===== src/rtl/dsadc_pkg.sv =====
package dsadc_pkg;

  // Accumulator width: bit growth of an order-n CIC with ratio 2**logr, plus a sign bit.
  function automatic int cic_width(input int n, input int logr);
    return n * logr + 1;
  endfunction

  // Full-scale output word (all-ones bitstream): R^N = 2**(n*logr).
  function automatic longint full_scale(input int n, input int logr);
    return longint'(1) << (n * logr);
  endfunction

endpackage


===== src/rtl/dsadc_sampler.sv =====
module dsadc_sampler (
  input  logic clk,
  input  logic rst,
  input  logic cmp_in,
  output logic bit_q
);

  always_ff @(posedge clk) begin
    if (rst) bit_q <= 1'b0;
    else     bit_q <= cmp_in;
  end

  // the feedback drive follows the comparator one cycle later
  a_r2_fb_high: assert property (@(posedge clk) disable iff (rst) cmp_in |=> bit_q);
  a_r2_fb_low:  assert property (@(posedge clk) disable iff (rst) !cmp_in |=> !bit_q);

endmodule


===== src/rtl/dsadc_integrators.sv =====
module dsadc_integrators #(
  parameter int N = 3,
  parameter int W = 19
) (
  input  logic         clk,
  input  logic         rst,
  input  logic         din,
  output logic [W-1:0] acc_out
);

  logic [W-1:0] acc [N];

  // plain modular adders; overflow wraps and cancels in the comb stages
  for (genvar k = 0; k < N; k++) begin : g_int
    if (k == 0) begin : g_first
      always_ff @(posedge clk) begin
        if (rst) acc[k] <= '0;
        else     acc[k] <= acc[k] + {{(W-1){1'b0}}, din};
      end
    end else begin : g_next
      always_ff @(posedge clk) begin
        if (rst) acc[k] <= '0;
        else     acc[k] <= acc[k] + acc[k-1];
      end
    end
  end

  assign acc_out = acc[N-1];

endmodule


===== src/rtl/dsadc_decimator.sv =====
module dsadc_decimator #(
  parameter int N     = 3,
  parameter int LOG2R = 6,
  parameter int W     = 19
) (
  input  logic         clk,
  input  logic         rst,
  input  logic [W-1:0] acc_in,
  output logic [W-1:0] word_out,
  output logic         word_valid
);

  localparam int R = 1 << LOG2R;

  logic [LOG2R-1:0] phase;
  logic             dec_tick;
  logic [W-1:0]     stage [N+1];
  logic [W-1:0]     dly   [N];

  assign dec_tick = (phase == LOG2R'(R - 1));

  always_ff @(posedge clk) begin
    if (rst) phase <= '0;
    else     phase <= phase + 1'b1;
  end

  assign stage[0] = acc_in;

  for (genvar k = 0; k < N; k++) begin : g_comb
    assign stage[k+1] = stage[k] - dly[k];
    always_ff @(posedge clk) begin
      if (rst)           dly[k] <= '0;
      else if (dec_tick) dly[k] <= stage[k];
    end
  end

  always_ff @(posedge clk) begin
    if (rst) begin
      word_out   <= '0;
      word_valid <= 1'b0;
    end else begin
      word_valid <= dec_tick;
      if (dec_tick) word_out <= stage[N];
    end
  end

  // strobe spacing, counted in the checker, not by a deep $past
  logic [LOG2R:0] since_v;
  logic           seen_v;
  always_ff @(posedge clk) begin
    if (rst) begin
      since_v <= '0;
      seen_v  <= 1'b0;
    end else if (word_valid) begin
      since_v <= (LOG2R+1)'(1);
      seen_v  <= 1'b1;
    end else if (since_v <= (LOG2R+1)'(R)) begin
      since_v <= since_v + 1'b1;
    end
  end

  a_r3_valid_spacing: assert property (@(posedge clk) disable iff (rst)
    (word_valid && seen_v) |-> (since_v == (LOG2R+1)'(R)));
  a_r3_single_pulse: assert property (@(posedge clk) disable iff (rst)
    word_valid |=> !word_valid);

endmodule


===== src/rtl/dsadc_top.sv =====
module dsadc_top
  import dsadc_pkg::*;
#(
  parameter int N     = 3,
  parameter int R     = 64,
  parameter int LOG2R = $clog2(R),
  parameter int W     = cic_width(N, LOG2R)
) (
  input  logic         clk,
  input  logic         rst,
  input  logic         cmp_in,
  output logic         fb_out,
  output logic [W-1:0] sample_out,
  output logic         sample_valid
);

  localparam logic [W-1:0] FS = W'(full_scale(N, LOG2R));

  logic         mod_bit;
  logic [W-1:0] int_tail;

  dsadc_sampler u_sampler (
    .clk    (clk),
    .rst    (rst),
    .cmp_in (cmp_in),
    .bit_q  (mod_bit)
  );

  dsadc_integrators #(.N(N), .W(W)) u_int (
    .clk     (clk),
    .rst     (rst),
    .din     (mod_bit),
    .acc_out (int_tail)
  );

  dsadc_decimator #(.N(N), .LOG2R(LOG2R), .W(W)) u_dec (
    .clk        (clk),
    .rst        (rst),
    .acc_in     (int_tail),
    .word_out   (sample_out),
    .word_valid (sample_valid)
  );

  assign fb_out = mod_bit;

  // reset clears the visible outputs on the following cycle
  a_r1_reset_clears: assert property (@(posedge clk)
    rst |=> (!fb_out && !sample_valid && sample_out == '0));

  // a one-bit stream cannot exceed full scale
  a_r6_full_scale_bound: assert property (@(posedge clk) disable iff (rst)
    sample_out <= FS);

endmodule


===== config.mk =====
export PLATFORM = sky130hd
export DESIGN_NAME = dsadc_top
export DESIGN_NICKNAME = d
export VERILOG_FILES = /design/src/rtl/dsadc_pkg.sv /design/src/rtl/dsadc_sampler.sv /design/src/rtl/dsadc_integrators.sv /design/src/rtl/dsadc_decimator.sv /design/src/rtl/dsadc_top.sv
export SDC_FILE = /design/constraint.sdc
export NUM_CORES = 1
export LEC_CHECK = 0
export ABC_AREA = 1
export BUFFER_PORTS_ARGS = -buffer_cell sky130_fd_sc_hd__buf_4
export CAP_MARGIN = 0
export CORE_MARGIN = 5
export CORE_UTILIZATION = 45
export DETAILED_ROUTE_END_ITERATION = 12
export PLACE_DENSITY = 0.61
export SLEW_MARGIN = 0
export SYNTH_ARGS = -nofsm -noshare
export SYNTH_HDL_FRONTEND = slang
export SYNTH_SLANG_ARGS = --single-unit

===== constraint.sdc =====
create_clock -name clk -period 5.62 [get_ports clk]
set_input_delay 1.686 -clock clk [delete_from_list [all_inputs] [get_ports clk]]
set_output_delay 1.686 -clock clk [all_outputs]
set_load 0.01 [all_outputs]

==> key figures, run 1 <==
Worst setup path
  • R2R depth: 29
  • Startpoint type of the worst setup path: flip-flop
  • Crit Path Class: flip-flop to flip-flop
  • Max FO, Critical Path: 5
  • CP Data Arrival Time: 5400 ps
  • Worst R2R Start: u_int.acc[2][0]$_SDFF_PP0_
  • CP Capture Type: flip-flop
  • Max stage delay cell, worst path: fa_1
  • Critical path depth: 29
  • Largest delay share family, worst path: simple AND/OR/NAND/NOR gates
  • Slowest stage delay, CP: about 390 ps
  • Worst r2r dst: u_dec.word_out[18]$_SDFFE_PP0P_
  • CP dominant cell by count: inv_1
  • Reg2Reg Setup Slack: about 540 ps
  • CP bufs+invs: 8
  • Worst Path Required: between 5000 and 6000 ps

Worst hold path
  • WHS Endpoint: u_dec.word_out[5]$_SDFFE_PP0P_
  • Worst Hold Path Cells: 2
  • Worst hold path type: flip-flop to flip-flop
  • Worst Hold Launch: u_dec.word_out[5]$_SDFFE_PP0P_

Global routing
  • Vias in the first global route: about 7800
  • Antenna violations before repair: 0
  • Largest net degree at the start of global routing: 38
  • GR Overflow Total: 0
  • GR Util All Layers: about 17%
  • First-pass GRT wire length: ~34 mm

Logic synthesis
  • Top-area cell type share of the netlist area: a little under a fifth
  • Dominant synthesized flop cell: dfxtp_1
  • EDFF count, synth: 57
  • Seq/Total Area, Yosys: between 30% and 40%
  • Yosys warning total: 0
  • Top-count cell post-synth: inv_1
  • Mapped cell area: roughly 9400 um2
  • Syn Nets: 1357
  • Synth area leaders: edfxtp_1, dfxtp_1, ha_1, inv_1, nand2_1
  • Largest family of logic cells by synthesized area: simple AND/OR/NAND/NOR gates
  • Synth cell types: 54
  • Multiplexer area fraction after synthesis: 0%
  • Post-synthesis compound-gate area fraction: 16.8%
  • Area leader, netlist: edfxtp_1
  • Ys async rst share: 0%
  • Commonest cells in the netlist: inv_1, nand2_1, nor2_1
  • Post-synthesis adder-cell area fraction: between 10% and 20%
  • Post-Synth XOR/XNOR Area: under 10%
  • Simple-gate share of the synthesized area: between 20% and 30%
  • Number of synthesized register bits: 141
  • Synthesized instance count: 1256
  • Avg Inst Size Synth: 7.51 um2

Clock network
  • Setup Buffers After CTS: 0
  • Root buf cell: clkbuf_16
  • CTS Buf Count: 17
  • Post-cts gate resize count: 0
  • Clock Latency Late Sink: ~430 ps
  • CTS max path bufs: 2
  • Cts hold-fix bufs: 0
  • CTS clk-pin slew, worst paths: ~60 ps
  • TritonCTS clock tree: done
  • Number of H-tree levels: 4
  • Clock sinks: 141

Final layout
  • Layout cell share with drive strength beyond 1: under 10%
  • # diodes: 0
  • Final #Nets: between 1000 and 1500
  • Final Non-Filler Cells: roughly 1600
  • Layout Utilization: 50.4%
  • Area Growth Syn to Fin: 11.2%

Placement
  • Dpl hpwl: ~16 mm
  • Placer Congestion: 0.930
  • IO buf count: 23
  • Dpl cells: approximately 1500

STA
  • Min Tclk post-route: about 5000 ps
  • Slew margin rel.: between 40% and 50%
  • Final Skew: 16.2 ps
  • Fin. Hold Viols: 0
  • Setup tns final: 0 ps
  • Max-slew violation count: 0
  • RSZ-0062 raised after global routing: false
  • Max Clk Rate: between 0.15 and 0.2 GHz
  • Fin crit share: around nine tenths
  • Worst-margin pin slew: between 800 and 900 ps
  • # setup viols final: 0
  • Final hold slack: about 450 ps

Flow run
  • # Max-Cap Violations: 0

Die
  • DIE HEIGHT: 155 um
  • Cell Rows: 53
  • I/O pins: 24
  • Initial core utilization: 45.3%
  • DIE AREA: between 20000 and 25000 um2
  • Core box area: between 20000 and 25000 um2
  • Die Wd: between 150 and 200 um

Power
  • Max VDD drop: ~0.18 mV
  • PwrDens: between 200 and 300 nW/um2
  • P_leak: 4.83 nW

Drt
  • Drt drc: 0
  • Final ANT Viol Nets: 0
  • WL per Instance: 12.8 um
  • DR vias/cell: 4.98
  • Initial drt markers: 397
  • WL final: around 20 mm
  • Vias: about 7800
  • Drt pass-1 iters: 4

Status
  • Status: completed
==> power by group <==
group          internal (mW)  total (mW)  leakage [nW]  switching, mW
registers               1.08        1.09          1.27        0.00894
clock network          0.618        1.08         0.280          0.459
logic                  0.195       0.554          3.28          0.359
total                   1.90        2.72          4.83          0.826
==> layer usage <==
| metal | global-route usage (%) | part of all wire [%] |
|---|---|---|
| met1 | 19.2 | 44 |
| met2 | 32.1 | 49 |
| met3 | 2.77 | 2.6 |
| met4 | 8.87 | 4.3 |
| met5 | 0 | 0 |
==> through the flow <==
step	power, mW	cell area [um2]	setup slack, ps
floorplan	1.54	9440	1140
global placement	1.66	9930	546
detailed placement	1.67	9930	479
CTS	2.75	10500	457
global route	2.87	10500	16.9
finish	2.72	10500	545
==> state kept, by name (all words and copies together), names as in the netlist <==
name	count
u_dec.dly	57
u_dec.phase	6
u_sampler.bit_q	1
u_int.acc	57
u_dec.word_out	19
u_dec.word_valid	1
==> kinds of logic (layout without fill, tap and decap cells) <==
kind of cell / Yosys count / count (layout)
AND/OR/NAND/NOR: 449 / 449
AO/OA/AOI/OAI: 279 / 279
buffers and inverters: 249 / 294
flip-flops: 141 / 141
adder cells (fa/ha/maj): 98 / 98
XOR/XNOR: 40 / 40
==> tightest hold or removal path: stages (launching register included) <==
cell and delay (ps):
dfxtp_1 310, nand2_1 60, nand2_1 40
==> worst max path at each step <==
stage                                  startpoint                              end
CTS                    u_int.acc[2][0]$_SDFF_PP0_  u_dec.word_out[18]$_SDFFE_PP0P_
finish                 u_int.acc[2][0]$_SDFF_PP0_  u_dec.word_out[18]$_SDFFE_PP0P_
global placement       u_int.acc[2][0]$_SDFF_PP0_  u_dec.word_out[18]$_SDFFE_PP0P_
global route        u_dec.dly[0][2]$_SDFFCE_PN0P_  u_dec.word_out[18]$_SDFFE_PP0P_
floorplan           u_dec.dly[0][2]$_SDFFCE_PN0P_  u_dec.word_out[18]$_SDFFE_PP0P_
detailed placement     u_int.acc[2][0]$_SDFF_PP0_  u_dec.word_out[18]$_SDFFE_PP0P_
==> layout make-up <==
class,count,area (um2)
clock buffers,21,482
clock inverters,11,78.8
fillers,2074,10300
inverters,234,878
multi-input cells,866,5110
flip-flops and latches,141,3390
well taps,275,344
repair buffers,28,210
==> layout by cell type, fill, tap and decap left out, drive strengths merged, types with 2 or more instances in the layout <==
cell    Yosys  routed
and2        3       3
o21bai     10      10
nand3b      3       3
clkbuf     13      21
edfxtp     57      57
nand2     210     210
xor2       29      29
a31oi       8       8
ha         93      93
xnor2      11      11
o21a        7       7
o21ai      93      93
or2         3       3
a21boi      4       4
nand4       8       8
and3        2       2
a21oi     133     133
inv       234     240
nor4        6       6
nor2      138     138
nor3       23      23
a31o        2       2
dfxtp      84      84
nor3b       4       4
buf         2      28
o31ai       8       8
o211ai      5       5
fa          5       5
clkinv      0       4
nand3      49      49
(Power assumes the default switching activity.)
==> run 2: changes to the inputs <==
--- a/config.mk
+++ b/config.mk
@@ -8,10 +8,12 @@
 export ABC_AREA = 1
 export BUFFER_PORTS_ARGS = -buffer_cell sky130_fd_sc_hd__buf_4
 export CAP_MARGIN = 0
+export CELL_PAD_IN_SITES_DETAIL_PLACEMENT = 1
+export CELL_PAD_IN_SITES_GLOBAL_PLACEMENT = 2
 export CORE_MARGIN = 5
-export CORE_UTILIZATION = 45
+export CORE_UTILIZATION = 38
 export DETAILED_ROUTE_END_ITERATION = 12
-export PLACE_DENSITY = 0.61
+export PLACE_DENSITY = 0.81
 export SLEW_MARGIN = 0
 export SYNTH_ARGS = -nofsm -noshare
 export SYNTH_HDL_FRONTEND = slang
==> run 2 against run 1 <==
Against the previous run:
- maximum frequency is 0.55% higher
- clock skew shrank 0.68 ps
- power up 2.3%
- die area up 17%
- critical endpoint unchanged
==> key figures, run 2 (same netlist as run 1, synthesis figures left out) <==
Final layout
  • Leading cell type in the layout, fill and taps excluded: inv_1
  • Area Growth Syn to Fin: 12.3%
  • Commonest cells after routing, fill and taps aside: inv_1, nand2_1, nor2_1
  • # diodes: 0 (unchanged)
  • Layout cell share with drive strength beyond 1: 7.07% (+0.31 points)
  • Largest registers: u_dec.dly (57), u_int.acc (57), u_dec.word_out (19)
  • Final #Nets: 1390 (+0.072%)

Global routing
  • Vias in the first global route: 8591 (+10%)
  • Largest net degree at the start of global routing: 42 (+11%)
  • First-pass GRT wire length: 40.2 mm (+17%)
  • GR Overflow Total: 0 (unchanged)
  • GR Util All Layers: 17.4% (-0.046 points)
  • Antenna violations before repair: 0 (unchanged)

Die
  • I/O pins: 24 (unchanged)
  • DIE AREA: 28100 um2 (+17%)
  • Core box area: 24400 um2 (+17%)
  • Cell Rows: 57 (+7.5%)
  • Die Wd: 168 um (+8.3%)
  • Initial core utilization: 38.7% (-6.6 points)
  • DIE HEIGHT: 168 um (+8.3%)

Worst setup path
  • CP Data Arrival Time: 5380 ps (-20 ps)
  • Max stage delay cell, worst path: fa_1
  • CP Capture Type: flip-flop
  • Reg2Reg Setup Slack: 570 ps (+30 ps)
  • R2R depth: 30 (+3.4%)
  • Startpoint type of the worst setup path: flip-flop
  • Max FO, Critical Path: 5 (unchanged)
  • Slowest stage delay, CP: 390 ps (about the same)
  • CP dominant cell by count: inv_1
  • Crit Path Class: flip-flop to flip-flop
  • Worst Path Required: 5950 ps (about the same)
  • Worst r2r dst: u_dec.word_out[18]$_SDFFE_PP0P_
  • Worst R2R Start: u_int.acc[2][0]$_SDFF_PP0_

Worst hold path
  • Worst Hold Launch: u_dec.word_out[15]$_SDFFE_PP0P_
  • Worst hold path type: flip-flop to flip-flop
  • Worst Hold Path Cells: 2 (unchanged)
  • WHS Endpoint: u_dec.word_out[15]$_SDFFE_PP0P_

STA
  • Fin. Hold Viols: 0 (unchanged)
  • Min Tclk post-route: 5050 ps (-27.6 ps)
  • Slew margin rel.: 42.5% (-2.6 points)
  • Worst-margin pin slew: 861 ps (+38.9 ps)
  • Max-slew violation count: 0 (unchanged)
  • PnR worst setup slack: 572 ps (+27.6 ps)
  • Final Skew: 15.5 ps (-0.682 ps)
  • RSZ-0062 raised after global routing: false
  • Setup tns final: 0 ps (unchanged)
  • Fin crit share: 89.8% (-0.49 points)
  • Max Clk Rate: 0.198 GHz (+0.55%)
  • # setup viols final: 0 (unchanged)

Power
  • Sw frac: 31.5% (+1.2 points)
  • Sequential Power Share: 39.2% (-0.9 points)
  • PwrDens: 263 nW/um2 (+1.3%)
  • Gate power share: 20.7% (+0.4 points)
  • P_leak: 4.84 nW (+0.26%)
  • Pint: 1.91 mW (+0.58%)
  • Clock group share of total power: 40.1% (+0.5 points)
  • Max VDD drop: 0.139 mV (-24%)
  • NetSw: 0.879 mW (+6.3%)

Drt
  • Drt pass-1 iters: 4 (unchanged)
  • Final ANT Viol Nets: 0 (unchanged)
  • WL per Instance: 14.4 um (+12%)
  • Vias: 8049 (+2.6%)
  • WL final: 23.4 mm (+16%)
  • DR vias/cell: 4.95 (-0.52%)
  • Drt drc: 0 (unchanged)
  • Initial drt markers: 207 (-48%)

Clock network
  • CTS Buf Count: 17 (unchanged)
  • CTS clk-pin slew, worst paths: 70 ps (about the same)
  • Cts hold-fix bufs: 0 (unchanged)
  • Number of H-tree levels: 4 (unchanged)
  • TritonCTS clock tree: done
  • Clock Latency Late Sink: 430 ps (about the same)
  • Clock sinks: 141 (unchanged)
  • Root buf cell: clkbuf_16
  • CTS max path bufs: 2 (unchanged)

Placement
  • Post-Place Worst Slack: 227 ps (-251 ps)
  • Dpl hpwl: 18.6 mm (+17%)
  • Placer Congestion: 0.926 (-0.41%)
  • IO buf count: 23 (unchanged)

Flow run
  • # Max-Cap Violations: 0 (unchanged)

Status
  • Status: completed
run 2: changes by cell type in the layout (fill, tap and decap cells not counted), sizes merged:
cell,delta
buf,+1
clkinv,+1
clkbuf,-2
run 2: cell type report:
class,instances,area (um2)
Inverter,234,878
Tap cell,324,405
Fill cell,3084,13800
Timing Repair Buffer,29,218
Clock inverter,12,100
Multi-Input combinational cell,866,5120
Clock buffer,19,475
Sequential cell,141,3390
run 2: critical path: cells and delay by family (launching register included):
kind | cells | cell delay [ps]
DFF | 1 | 340
adders and majority gates | 4 | 1320
buffers and inverters | 9 | 740
xor gates and xnor gates | 2 | 360
AOI/OAI and AO/OA | 4 | 660
and+or+nand+nor | 11 | 1530
run 2: worst max path at each step:
| stage | from | to | depth (start not counted) |
|---|---|---|---|
| 2_1_floorplan | u_dec.dly[0][2]$_SDFFCE_PN0P_ | u_dec.word_out[18]$_SDFFE_PP0P_ | 32 |
| 3_3_place_gp | u_int.acc[2][0]$_SDFF_PP0_ | u_dec.word_out[18]$_SDFFE_PP0P_ | 30 |
| 3_5_place_dp | u_int.acc[2][0]$_SDFF_PP0_ | u_dec.word_out[18]$_SDFFE_PP0P_ | 30 |
| 4_1_cts | u_int.acc[2][0]$_SDFF_PP0_ | u_dec.word_out[18]$_SDFFE_PP0P_ | 30 |
| 5_1_grt | u_int.acc[2][2]$_SDFF_PP0_ | u_dec.word_out[18]$_SDFFE_PP0P_ | 31 |
| 6_report | u_int.acc[2][0]$_SDFF_PP0_ | u_dec.word_out[18]$_SDFFE_PP0P_ | 30 |
run 2: timing repair:
action,CTS,global route
buffers inserted,0,0
hold endpoints to repair,0,0
resized for setup,0,4
endpoints found under the setup margin,0,1
run 2: stage by stage:
stage | util [%] | total power [mW] | std cells | instance area [um2] | hold slack, ps
4_1_cts | 43.4 | 2.83 | 1625 | 10600 | 460
2_1_floorplan | - | 1.54 | 1256 | 9440 | 418
3_5_place_dp | 41.0 | 1.70 | 1594 | 10000 | 446
5_1_grt | 43.4 | 2.95 | 1625 | 10600 | 480
6_report | 43.4 | 2.79 | 1625 | 10600 | 455
3_3_place_gp | 41.0 | 1.68 | 1594 | 10000 | 432
run 2: power groups by stage:
stage	logic [mW]	registers (mW)	clock network, mW
after floorplan	0.432	1.11	0
after global placement	0.571	1.11	0
after detailed placement	0.580	1.11	0
after CTS	0.585	1.09	1.15
after global routing	0.661	1.09	1.19
final	0.577	1.09	1.12
run 2: metal layers:
metal  global-route usage, %  share of wire, %  vias up
li1                        -                 -     4205
met3                    2.29               1.7       38
met2                    34.7                55       54
met5                       0                 0        -
met1                    18.6                42     3752
met4                    5.72               2.1        0
